===== config.mk =====
export PLATFORM = sky130hd
export DESIGN_NAME = smem_write_seq
export DESIGN_NICKNAME = d
export VERILOG_FILES = /design/src/rtl/smem_wr_pkg.sv /design/src/rtl/smem_wr_width_sel.sv /design/src/rtl/smem_bank_dec.sv /design/src/rtl/smem_write_seq.sv
export SDC_FILE = /design/constraint.sdc
export NUM_CORES = 1
export LEC_CHECK = 0
export CORE_MARGIN = 3
export CORE_UTILIZATION = 46
export CTS_CLUSTER_DIAMETER = 40
export DETAILED_ROUTE_END_ITERATION = 10
export GPL_TIMING_DRIVEN = 1
export PLACE_DENSITY = 0.84
export SETUP_SLACK_MARGIN = 0.4
export SLEW_MARGIN = 0
export SYNTH_ARGS = -nofsm -noshare
export SYNTH_HDL_FRONTEND = slang
export SYNTH_SLANG_ARGS = --single-unit

===== constraint.sdc =====
create_clock -name clk -period 3.6 [get_ports clk]
set_input_delay 1.08 -clock clk [delete_from_list [all_inputs] [get_ports clk]]
set_output_delay 1.08 -clock clk [all_outputs]
set_load 0.02 [all_outputs]

===== src/rtl/smem_wr_pkg.sv =====
package smem_wr_pkg;
    // Fixed spacings in CPU ticks, counted from the first cycle after acceptance
    localparam int CS_LEAD   = 1;  // chip select after address
    localparam int WE_LEAD   = 5;  // write enable low after address
    localparam int WE_BASE   = 3;  // strobe = WE_BASE + 2*N
    localparam int CS_TAIL   = 2;  // chip select held after write enable rises
    localparam int DATA_TAIL = 3;  // data and address held after write enable rises

    typedef logic [1:0] mtype_t;
endpackage


===== src/rtl/smem_wr_width_sel.sv =====
module smem_wr_width_sel
    import smem_wr_pkg::*;
#(
    parameter int DLYW = 5,
    parameter int CW   = 7
) (
    input  mtype_t            mtype,
    input  logic [DLYW-1:0]   rdn,
    input  logic [DLYW-1:0]   rdf,
    output logic [CW-1:0]     we_end
);
    logic [DLYW-1:0] n_sel;

    always_comb begin
        n_sel  = mtype[1] ? rdf : rdn;
        we_end = CW'(WE_LEAD + WE_BASE) + (CW'(n_sel) << 1);
    end
endmodule


===== src/rtl/smem_bank_dec.sv =====
module smem_bank_dec #(
    parameter int NBANK = 4,
    parameter int BW    = 2
) (
    input  logic             en,
    input  logic [BW-1:0]    sel,
    output logic [NBANK-1:0] cs_n
);
    for (genvar b = 0; b < NBANK; b++) begin : g_bank
        assign cs_n[b] = !(en && (sel == BW'(b)));
    end
endmodule


===== src/rtl/smem_write_seq.sv =====
module smem_write_seq
    import smem_wr_pkg::*;
#(
    parameter int AW    = 26,
    parameter int DW    = 32,
    parameter int NBANK = 4,
    parameter int DLYW  = 5,
    parameter int BW    = (NBANK > 1) ? $clog2(NBANK) : 1
) (
    input  logic             clk,
    input  logic             rst_n,
    input  logic             req_valid,
    input  logic [AW-1:0]    req_addr,
    input  logic [DW-1:0]    req_data,
    input  logic [BW-1:0]    req_bank,
    input  logic [1:0]       req_mtype,
    input  logic [DLYW-1:0]  req_rdn,
    input  logic [DLYW-1:0]  req_rdf,
    output logic             ready,
    output logic             done,
    output logic [AW-1:0]    mem_addr,
    output logic [NBANK-1:0] mem_cs_n,
    output logic             mem_we_n,
    output logic [DW-1:0]    mem_data,
    output logic             mem_data_oe
);
    localparam int MAX_TICK = WE_LEAD + WE_BASE + 2 * ((1 << DLYW) - 1) + DATA_TAIL;
    localparam int CW       = $clog2(MAX_TICK + 1);

    typedef struct packed {
        logic          busy;
        logic [CW-1:0] tick;
        logic [CW-1:0] we_end;
        logic [AW-1:0] addr;
        logic [DW-1:0] data;
        logic [BW-1:0] bank;
        logic          cs_en;
        logic          we_n;
        logic          oe;
        logic          done;
    } st_t;

    st_t           st_d, st_q;
    logic [CW-1:0] sel_we_end;

    smem_wr_width_sel #(.DLYW(DLYW), .CW(CW)) i_width (
        .mtype  (req_mtype),
        .rdn    (req_rdn),
        .rdf    (req_rdf),
        .we_end (sel_we_end)
    );

    always_comb begin
        st_d = st_q;
        if (!st_q.busy) begin
            if (req_valid) begin
                st_d.busy   = 1'b1;
                st_d.tick   = '0;
                st_d.we_end = sel_we_end;
                st_d.addr   = req_addr;
                st_d.data   = req_data;
                st_d.bank   = req_bank;
            end
        end else if (st_q.tick == st_q.we_end + CW'(DATA_TAIL - 1)) begin
            st_d.busy = 1'b0;
        end else begin
            st_d.tick = st_q.tick + 1'b1;
        end
        // Pin levels for the coming cycle, decoded from the next tick
        st_d.cs_en = st_d.busy && (st_d.tick >= CW'(CS_LEAD))
                     && (st_d.tick < st_d.we_end + CW'(CS_TAIL));
        st_d.we_n  = !(st_d.busy && (st_d.tick >= CW'(WE_LEAD))
                       && (st_d.tick < st_d.we_end));
        st_d.oe    = st_d.busy && (st_d.tick >= CW'(WE_LEAD));
        st_d.done  = st_d.busy && (st_d.tick == st_d.we_end + CW'(DATA_TAIL - 1));
    end

    always_ff @(posedge clk or negedge rst_n) begin
        if (!rst_n) begin
            st_q      <= '0;
            st_q.we_n <= 1'b1;
        end else begin
            st_q <= st_d;
        end
    end

    smem_bank_dec #(.NBANK(NBANK), .BW(BW)) i_dec (
        .en   (st_q.cs_en),
        .sel  (st_q.bank),
        .cs_n (mem_cs_n)
    );

    assign ready       = !st_q.busy;
    assign done        = st_q.done;
    assign mem_addr    = st_q.addr;
    assign mem_data    = st_q.data;
    assign mem_we_n    = st_q.we_n;
    assign mem_data_oe = st_q.oe;

    // Assertions
    logic cs_any;
    assign cs_any = (mem_cs_n != {NBANK{1'b1}});

    p_idle_quiet_r1: assert property (@(posedge clk) disable iff (!rst_n)
        ready |-> (!cs_any && mem_we_n && !mem_data_oe && !done));

    p_no_take_busy_r2: assert property (@(posedge clk) disable iff (!rst_n)
        (!ready && !done) |=> !ready);

    p_addr_hold_r3: assert property (@(posedge clk) disable iff (!rst_n)
        (!ready && $past(!ready)) |-> $stable(mem_addr));

    p_one_bank_r4: assert property (@(posedge clk) disable iff (!rst_n)
        $onehot0(~mem_cs_n));

    p_cs_lead_r5: assert property (@(posedge clk) disable iff (!rst_n)
        $fell(mem_we_n) |-> ($past(cs_any, 4) && !$past(cs_any, 5)));

    p_we_in_window_r7: assert property (@(posedge clk) disable iff (!rst_n)
        !mem_we_n |-> (cs_any && mem_data_oe));

    p_cs_tail_r8: assert property (@(posedge clk) disable iff (!rst_n)
        $rose(mem_we_n) |=> (cs_any && mem_data_oe));

    p_cs_release_r8: assert property (@(posedge clk) disable iff (!rst_n)
        $rose(mem_we_n) |=> ##1 (!cs_any && mem_data_oe && done));

    p_done_pulse_r9: assert property (@(posedge clk) disable iff (!rst_n)
        done |=> (ready && !done));
endmodule


* Word level (Yosys, flattened, before mapping)
Index checks and enable logic that the tools add are counted.
Word-level totals: register bits 79, logic and storage cells 47, bits of input ports 75
Cells by class: add/subtract/negate cells 4, equality and inequality tests 5, $lt $le $gt $ge 4, bitwise operators 1, mux-type cells 6, reductions and logical operators 17
Operators with widths (number):
- $mux W75 | 1
- $mux W67 | 1
- $add A7 B2 Y7 const B | 2
- $eq A7 B7 Y1 | 2
- $lt A7 B7 Y1 | 2
- $logic_and A1 B1 Y1 | 9
- $mux W8 | 1
- $add A4 B6 Y7 const A | 1
- $add A7 B1 Y7 const B | 1
- $ge A7 B1 Y1 const B | 1
- $ge A7 B3 Y1 const B | 1
- $mux W7 | 1
- $logic_not A1 Y1 | 6
- $mux W5 | 1
- $eq A2 B2 Y1 const B | 2
- $eq A2 B1 Y1 const B | 1
- $logic_not A2 Y1 | 1
- $reduce_and A2 Y1 | 1
- $mux W1 | 1
- $not A1 Y1 | 1

* Longest topological paths before layout
Gate-level depths: netlist of the first run.
depth after elaboration 8, gate-level depth with buffers 15, gate-level depth less buffers 14

* Modules after synthesis
Synthesis of the first run repeated with hierarchy kept, for this count alone.
Second synthesis, totals: cell total of the unflattened synthesis 493, area total of the unflattened synthesis 4340.4 um2
By module, submodules not included:
- smem_write_seq | cells each 476, area an instance 4199.0 um2, times used 1
- smem_wr_width_sel | cells each 13, area an instance 112.6 um2, times used 1
- smem_bank_dec | cells each 4, area an instance 28.8 um2, times used 1

* Least setup slack after synthesis of the first run
No wires, ideal clock.
path type in2reg, start point input req_mtype[1], end point register st_q[3] in the netlist's numbering, arrival 3129 ps, library setup time 65 ps, path slack 406 ps, stages on the path 14, path buffers 1, required time 3535 ps, cell sequence buf_2 > mux2_4 > ha_1 > xor2_1 > nor2_1 > a21oi_1 > inv_1 > nand3_1 > xnor2_1 > ha_1 > a21oi_1 > nand2_1 > a31oi_1 > o211a_1
RTL lines:
- from (decl) | RTL line smem_write_seq.sv:16 | input logic [1:0] req_mtype,
- to (signal assigned) | RTL line smem_write_seq.sv:83 | st_q <= st_d;
- to (decl) | RTL line smem_write_seq.sv:43 | st_t st_d, st_q;

==> metrics.md, run 1 <==
| Metric | Value |
|---|---|
| Outcome | completed |
| Vias in the first global route | 3,386 |
| Post-synth top flop | dfrtp_1 |
| Reg-to-Reg Start | st_q[65] |
| H-tree Lvls | 3 |
| Chip height | 101.7 um |
| Cell with the most instances after synthesis | nand2_1 |
| # IOs | 141 |
| Syn_area_per_cell | 8.813 sq um |
| Sequential power share | 0.306 |
| Pint | 3.044 mW |
| Slew Limit Headroom | 0.3460 |
| FF-to-FF setup slack | 0.53 ns |
| Switching Fraction | 0.4148 |
| RSZ-0062 raised after global routing | no |
| Pwr Density | 909.0 nW/um^2 |
| Crit Reg-Reg Endpoint | st_q[3] |
| CP Data Required Time | 3.82 ns |
| Max Cap Viol | 0 |
| Largest area contributor in the netlist | dfrtp_1 |
| TNS Setup | 0 ns |
| CTS clk-pin slew, worst paths | 0.08 ns |
| Pin count of the biggest net entering global routing | 80 |
| Arr. time, crit path | 3.30 ns |
| DRC viols | 0 |
| GRT overflow | 0 |
| FF+latch area | 1981 sq um |
| Clock Latency Late Sink | 0.35 ns |
| Syn_nets | 567 |
| CTS tree | done |
| Area growth from synthesis to layout | 35.85% |
| P_sw | 2.158 mW |
| Clk_skew | 0.01401 ns |
| Period utilization | 0.8541 |
| Die ar. | 10,340 sq um |
| Via count | 3,377 |
| Root Buffer Master | clkbuf_8 |
| Final-stage net count | 667 |
| CP max FO | 4 |
| VDD IR max | 0.5638 mV |
| Post-route ant nets | 0 |
| Hold Path Class | flop to flop |
| N_diodes | 0 |
| Kind of critical path | flop to flop |
| Vias/cell | 4.887 |
| Tot GR Track Use | 0.1964 |
| Slew Limit Fails | 0 |
| Num Clock Sinks | 79 |
| Multi-input logic area | 1775 sq um |
| Total core area | 8806 sq um |
| Row Count | 34 |
| Final Hold Viols | 0 |
| Worst-Margin Slew | 0.9811 ns |
| Post-synth ARST share | 1.000 |
| Seq/Total Area, Yosys | 0.4696 |
| CTS Buf Count | 9 |
| Crit end category | flop |
| LEAKAGE | 2.772 nW |
| Setup-failing EPs final | 0 |
| Synthesized instance count | 478 |
| Final min period | 3.075 ns |
| FILL cells | 704 |
| Clock Tree Buf Depth | 2 |
| DP Wirelength | 7423 um |
| Unique masters post-synth | 44 |
| Max frequency | 325.2 MHz |
| Layout cells sized above 1 | 0.1166 |
| Commonest cells post-synth | nand2_1, dfrtp_1, buf_4 |
| Yosys warning total | 0 |
| Port buffer count | 139 |
| Final wirelength | 10,030 um |
| DRT iter0 DRCs | 163 |
| Critical path capture point | st_q[3] |
| Hold WS | 0.4793 ns |
| Critical Path Start Type | flop |
| DR pass1 iterations | 4 |
| Initial Util | 0.4784 |
| Post-synth EDFFs | 0 |
| Worst setup path start | st_q[65] |
| Final RePlAce weighted congestion | 0.8674 |
| First-pass GRT wire length | 16,080 um |
| FF+latch count, synth | 79 |
| Worst r2r path cells | 12 |
| Synth area leaders | dfrtp_1, nand2_1, buf_4 |
| Yosys top cell area share | 0.4633 |
| Clk pwr share | 0.132 |
| Average wire per standard cell | 14.52 um |
| Combinational Power Share | 0.562 |
| Chip Width | 101.7 um |
| Syn Std Cell Area | 4213 sq um |
| Initial antenna violation count | 0 |
## placed cells by master (no fill, tap or decap), types with 2 or more instances in the layout
cell	instances
dlygate4sd2_1	2
a21oi_2	2
dlymetal6s2s_1	3
mux2i_1	8
clkbuf_8	10
nand4b_1	2
ha_4	2
nand3b_1	3
a21oi_1	10
nor2_1	7
xnor2_1	10
o211ai_1	3
o21ai_0	3
nand3_1	7
inv_6	2
a21o_1	2
ha_1	12
dfrtp_2	2
maj3_1	3
buf_4	27
clkinv_4	2
nand2_1	196
nand4_1	8
xnor2_2	2
o21ai_1	2
inv_1	10
clkdlybuf4s50_1	132
xor2_1	4
dfrtp_1	76
## state kept, by name, indices dropped and copies added (netlist names)
register and count:
done 1, mem_addr 26, mem_data 32, mem_data_oe 1
mem_we_n 1, st_q 18
## stage by stage
stage / area (sq um) / utilization / setup slack, ns / power, mW / instances
global placement: 5406 / 0.6140 / -0.09212 / 4.309 / 671
finish: 5723 / 0.6499 / 0.5252 / 5.202 / 691
global route: 5723 / 0.6499 / 0.3669 / 5.610 / 691
detailed placement: 5406 / 0.6140 / -0.1709 / 4.445 / 671
floorplan: 4213 / - / 0.4062 / 3.612 / 478
CTS: 5653 / 0.6419 / 0.4043 / 5.167 / 688
## cells by family (layout without fill, tap and decap cells)
kind of cell	after synthesis	after routing	share of synthesized area
buffers and inverters	87	192	0.1298
and+or+nand+nor	239	239	0.2438
muxes	11	11	0.03029
AOI/OAI and AO/OA	29	29	0.04455
DFF	79	79	0.4696
adders and majority gates	17	17	0.04871
xor gates and xnor gates	16	16	0.03326
## critical path, cell delays in order (launching register included)
cell     delay [ns]
dfrtp_2        0.45
ha_4           0.29
xnor2_2        0.10
nand3_1        0.16
nor4b_4        0.41
nand2_1        0.14
mux2i_1        0.21
o21ai_1        0.13
ha_1           0.34
nor2_1         0.10
nor2_1         0.05
maj3_1         0.34
o211a_1        0.23
## worst min-delay path by stage
stage,start,endpoint,cells after the start,slack (ns)
5_1_grt,mem_data[22],mem_data[22],2,0.51
3_5_place_dp,mem_data[15],mem_data[15],2,0.46
3_3_place_gp,mem_data[22],mem_data[22],2,0.46
6_report,mem_data[8],mem_data[8],2,0.48
2_1_floorplan,mem_addr[0],mem_addr[0],2,0.45
4_1_cts,mem_data[9],mem_data[9],2,0.48
## what timing repair did
item,CTS,global route
buffers inserted,1,3
setup endpoints to repair,2,3
pin swaps,7,11
resized for setup,9,17
hold buffers,0,0
## cell type report
type,count,area share
Clock buffer,11,0.02470
Clock inverter,5,0.01137
Inverter,11,0.007215
Multi-Input combinational cell,312,0.3102
Sequential cell,79,0.3461
Tap cell,108,0.02361
Timing Repair Buffer,165,0.2768
## power groups by stage
stage               Clock [mW]  Sequential [mW]  Combinational (mW)
detailed placement           0             1.60                2.84
floorplan                    0             1.53                2.09
CTS                      0.707             1.58                2.88
finish                   0.685             1.59                2.92
global placement             0             1.57                2.74
global route             0.749             1.65                3.21
## layer usage
layer / vias to the layer above / track usage / wire, um
li1: 1675 / - / -
met2: 105 / 0.3315 / 5009
met3: 14 / 0.04477 / 650
met1: 1583 / 0.2526 / 4270
met5: - / 0 / 0
met4: 0 / 0.05726 / 101
No activity file was read; power rests on OpenSTA's default activity.
==> run 2, diff against run 1 <==
--- a/config.mk
+++ b/config.mk
@@ -9,10 +9,11 @@
 export CORE_UTILIZATION = 46
 export CTS_CLUSTER_DIAMETER = 40
 export DETAILED_ROUTE_END_ITERATION = 10
-export GPL_TIMING_DRIVEN = 1
+export GPL_TIMING_DRIVEN = 0
 export PLACE_DENSITY = 0.84
 export SETUP_SLACK_MARGIN = 0.4
 export SLEW_MARGIN = 0
 export SYNTH_ARGS = -nofsm -noshare
 export SYNTH_HDL_FRONTEND = slang
 export SYNTH_SLANG_ARGS = --single-unit
+export TNS_END_PERCENT = 20
==> run 2 against run 1 <==
Effect of this change:
- clock skew rose by 0.0017 ns
- final cell count increased by 9.4%
- design area rose by 8.8%
- total power is 11% higher
- non-clock buffer count is 65 higher
- combinational power grew 18%
- critical path depth up 3
- routed wire length is 12% higher
- setup slack got worse by 0.032 ns
- sequential power is essentially flat
- clock power up 4.8%
- hold slack got worse by 0.00061 ns
- critical endpoint unchanged
==> metrics.md, run 2 (synthesized netlist as in run 1, its figures left out) <==
| Metric | Value |
|---|---|
| Outcome | completed |
| Port buffer count | 138 (-0.72%) |
| Period utilization | 0.8630 (+0.008929) |
| Slew Limit Fails | 0 (unchanged) |
| Clock Tree Buf Depth | 2 (unchanged) |
| Stages on worst setup path | 15 (+3) |
| Max Cap Viol | 0 (unchanged) |
| DR pass1 iterations | 4 (unchanged) |
| Most common cell after layout, fill and taps aside | nand2_1 |
| P_sw | 2.311 mW (+7.1%) |
| Slew Limit Headroom | 0.6568 (+0.3109) |
| Clock Latency Late Sink | 0.34 ns (about the same) |
| VDD IR max | 0.6083 mV (+7.9%) |
| Total core area | 8806 sq um (unchanged) |
| Crit-path max cell delay | 0.28 ns (-0.17 ns) |
| Row Count | 34 (unchanged) |
| Switching Fraction | 0.4020 (-0.01286) |
| Post-route ant nets | 0 (unchanged) |
| Final Hold Viols | 0 (unchanged) |
| Wire length on met3 | 577 um (-11%) |
| Clk_skew | 0.01576 ns (+0.001749 ns) |
| Hold Startpoint | mem_addr[2] |
| CTS tree | done |
| # IOs | 141 (unchanged) |
| CTS Hold Bufs | 0 (unchanged) |
| Crit Reg-Reg Endpoint | st_q[3] |
| Average wire per standard cell | 14.90 um (+2.6%) |
| Final wirelength | 11,260 um (+12%) |
| Die ar. | 10,340 sq um (unchanged) |
| Area growth from synthesis to layout | 47.76% |
| Final RePlAce weighted congestion | 0.8836 (+1.9%) |
| LEAKAGE | 3.051 nW (+10%) |
| Vias in the first global route | 3,651 (+7.8%) |
| FILL cells | 712 (+1.1%) |
| CP dominant cell by count | a21oi_2 |
| First-pass GRT wire length | 17,260 um (+7.4%) |
| Clk pwr share | 0.125 (-0.007) |
| Worst r2r path cells | 11 (-1) |
| Num Clock Sinks | 79 (unchanged) |
| Top sig layer | met4 |
| Placed cell areas | 5754 sq um (+6.4%) |
| H-tree Lvls | 3 (unchanged) |
| Layout cells sized above 1 | 0.1898 (+0.07318) |
| DRC viols | 0 (unchanged) |
| Max FFs per register | 32 (unchanged) |
| Hold Path End | mem_addr[2] |
| Final min period | 3.107 ns (+0.03215 ns) |
| CP max FO | 5 (+1) |
| Worst hold stages | 2 (unchanged) |
| Buffer and inverter count on the worst path | 4 (+4) |
| Crit end category | flop |
| Vias/cell | 4.966 (+1.6%) |
| Critical path's top delay family | compound AO/OA/AOI/OAI gates |
| Reg-to-Reg Start | st_q[76] |
| Met1 WL | 4573 um (+7.1%) |
| Combinational Power Share | 0.598 (+0.036) |
| Tot GR Track Use | 0.2112 (+0.01486) |
| GRT overflow | 0 (unchanged) |
| Final-stage net count | 732 (+9.7%) |
| Min setup slack post-route | 0.4930 ns (-0.03215 ns) |
| CTS clk-pin slew, worst paths | 0.09 ns (about the same) |
| Post-route cell area | 6225 sq um (+8.8%) |
| Pre-CTS WS | -0.2625 ns (-0.09162 ns) |
| CTS Buf Count | 9 (unchanged) |
| Worst-Margin Slew | 0.5139 ns (-0.4671 ns) |
| DP Wirelength | 8275 um (+11%) |
| Critical Path Start Type | primary input |
| FF-to-FF setup slack | 0.51 ns (-0.02 ns) |
| Hold Path Class | flop to flop |
| Max frequency | 321.9 MHz (-1.0%) |
| Metal2 WL | 5940 um (+19%) |
| Chip height | 101.7 um (unchanged) |
| Sequential power share | 0.277 (-0.029) |
| Pwr Density | 923.5 nW/um^2 (+1.6%) |
| N_diodes | 0 (unchanged) |
| RSZ-0062 raised after global routing | no |
| CP Data Required Time | 3.86 ns (+0.04 ns) |
| Slowest CP cell | mux2i_1 |
| Via count | 3,754 (+11%) |
| Initial Util | 0.4784 (unchanged) |
| Crit path cell chain | buf_2 -> mux2i_1 -> inv_1 -> ha_4 -> xor2_1 -> nor2_1 -> a21oi_2 -> buf_4 -> buf_6 -> xnor2_2 -> ha_1 -> a21oi_2 -> nand2_1 -> a31oi_1 -> o211a_1 |
| Most frequent cells in the layout | nand2_1, clkdlybuf4s50_1, dfrtp_1 |
| Pin count of the biggest net entering global routing | 66 (-18%) |
| Pint | 3.438 mW (+13%) |
| Kind of critical path | primary input to flop |
| Initial antenna violation count | 0 (unchanged) |
| Arr. time, crit path | 3.37 ns (+0.07 ns) |
| Root Buffer Master | clkbuf_8 |
| Setup-failing EPs final | 0 (unchanged) |
| DRT iter0 DRCs | 155 (-4.9%) |
| Hold WS | 0.4787 ns (-0.0006120 ns) |
| Chip Width | 101.7 um (unchanged) |
[run 2: changes by cell type in the layout (fill, tap and decap cells not counted), moves of 2 or more]
| cell | before | now |
|---|---|---|
| buf_4 | 27 | 73 |
| clkbuf_1 | 1 | 13 |
| a21oi_1 | 10 | 8 |
| a21oi_2 | 2 | 4 |
| buf_1 | 0 | 2 |
| buf_6 | 0 | 2 |
| clkinv_2 | 0 | 2 |
| o21ai_1 | 2 | 0 |
| o21ai_4 | 0 | 2 |
[run 2: layout make-up]
cell class / instances / area [sq um] / share of cell area
clock buffer: 9 / 123.9 / 0.01990
sequential: 79 / 1979 / 0.3180
clock inverter: 7 / 95.09 / 0.01528
multi-input combinational: 312 / 1809 / 0.2907
tap: 108 / 135.1 / 0.02171
buffer: 76 / 513.0 / 0.08241
inverter: 11 / 41.29 / 0.006633
timing repair buffer: 154 / 1528 / 0.2454
[run 2: metal layers]
| layer | global-route usage | vias to the layer above |
|---|---|---|
| met2 | 0.3742 | 122 |
| met4 | 0.06851 | 0 |
| met3 | 0.03444 | 18 |
| li1 | - | 1807 |
| met1 | 0.2622 | 1807 |
| met5 | 0 | - |
[run 2: worst max path at each step]
stage,start,end,slack [ns]
final,req_mtype[1],st_q[3],0.49
after global routing,st_q[76],st_q[3],0.37
after CTS,req_rdf[2],st_q[3],0.40
after detailed placement,req_valid,st_q[3],-0.26
after global placement,rst_n,mem_data[17],-1.28
after floorplan,req_mtype[1],st_q[3],0.41
[run 2: what timing repair did]
action / CTS / global route
resized for setup: 18 / 17
setup endpoints to repair: 3 / 3
cloned: 0 / 0
setup buffers: 10 / 5
pin swaps: 9 / 11
[run 2: power groups by stage]
| stage | Clock (mW) | Sequential [mW] | Combinational, mW |
|---|---|---|---|
| 5_1_grt | 0.780 | 1.64 | 3.74 |
| 6_report | 0.718 | 1.59 | 3.44 |
| 4_1_cts | 0.740 | 1.58 | 3.28 |
| 3_5_place_dp | 0 | 1.59 | 3.16 |
| 3_3_place_gp | 0 | 1.56 | 3.04 |
| 2_1_floorplan | 0 | 1.53 | 2.09 |
[run 2: worst min-delay path, delay by kind of cell, from the launching register on]
kind,cells,cell delay (ns)
DFF,1,0.35
and+or+nand+nor,2,0.10
[run 2: per-stage QoR]
step             util  TNS (ns)  cells  power, mW
4_1_cts        0.6938         0    751      5.602
6_report       0.7069         0    756      5.748
3_3_place_gp   0.6506    -99.71    724      4.604
3_5_place_dp   0.6535   -0.2667    725      4.753
2_1_floorplan       -         0    478      3.612
5_1_grt        0.7069         0    756      6.160
==> run 3, diff against run 2 <==
--- a/config.mk
+++ b/config.mk
@@ -12,6 +12,7 @@
 export GPL_TIMING_DRIVEN = 0
 export PLACE_DENSITY = 0.84
 export SETUP_SLACK_MARGIN = 0.4
+export SKIP_LAST_GASP = 1
 export SLEW_MARGIN = 0
 export SYNTH_ARGS = -nofsm -noshare
 export SYNTH_HDL_FRONTEND = slang
==> results of run 3 <==
The final DEF is identical to that of run 2; final timing and power are the same.
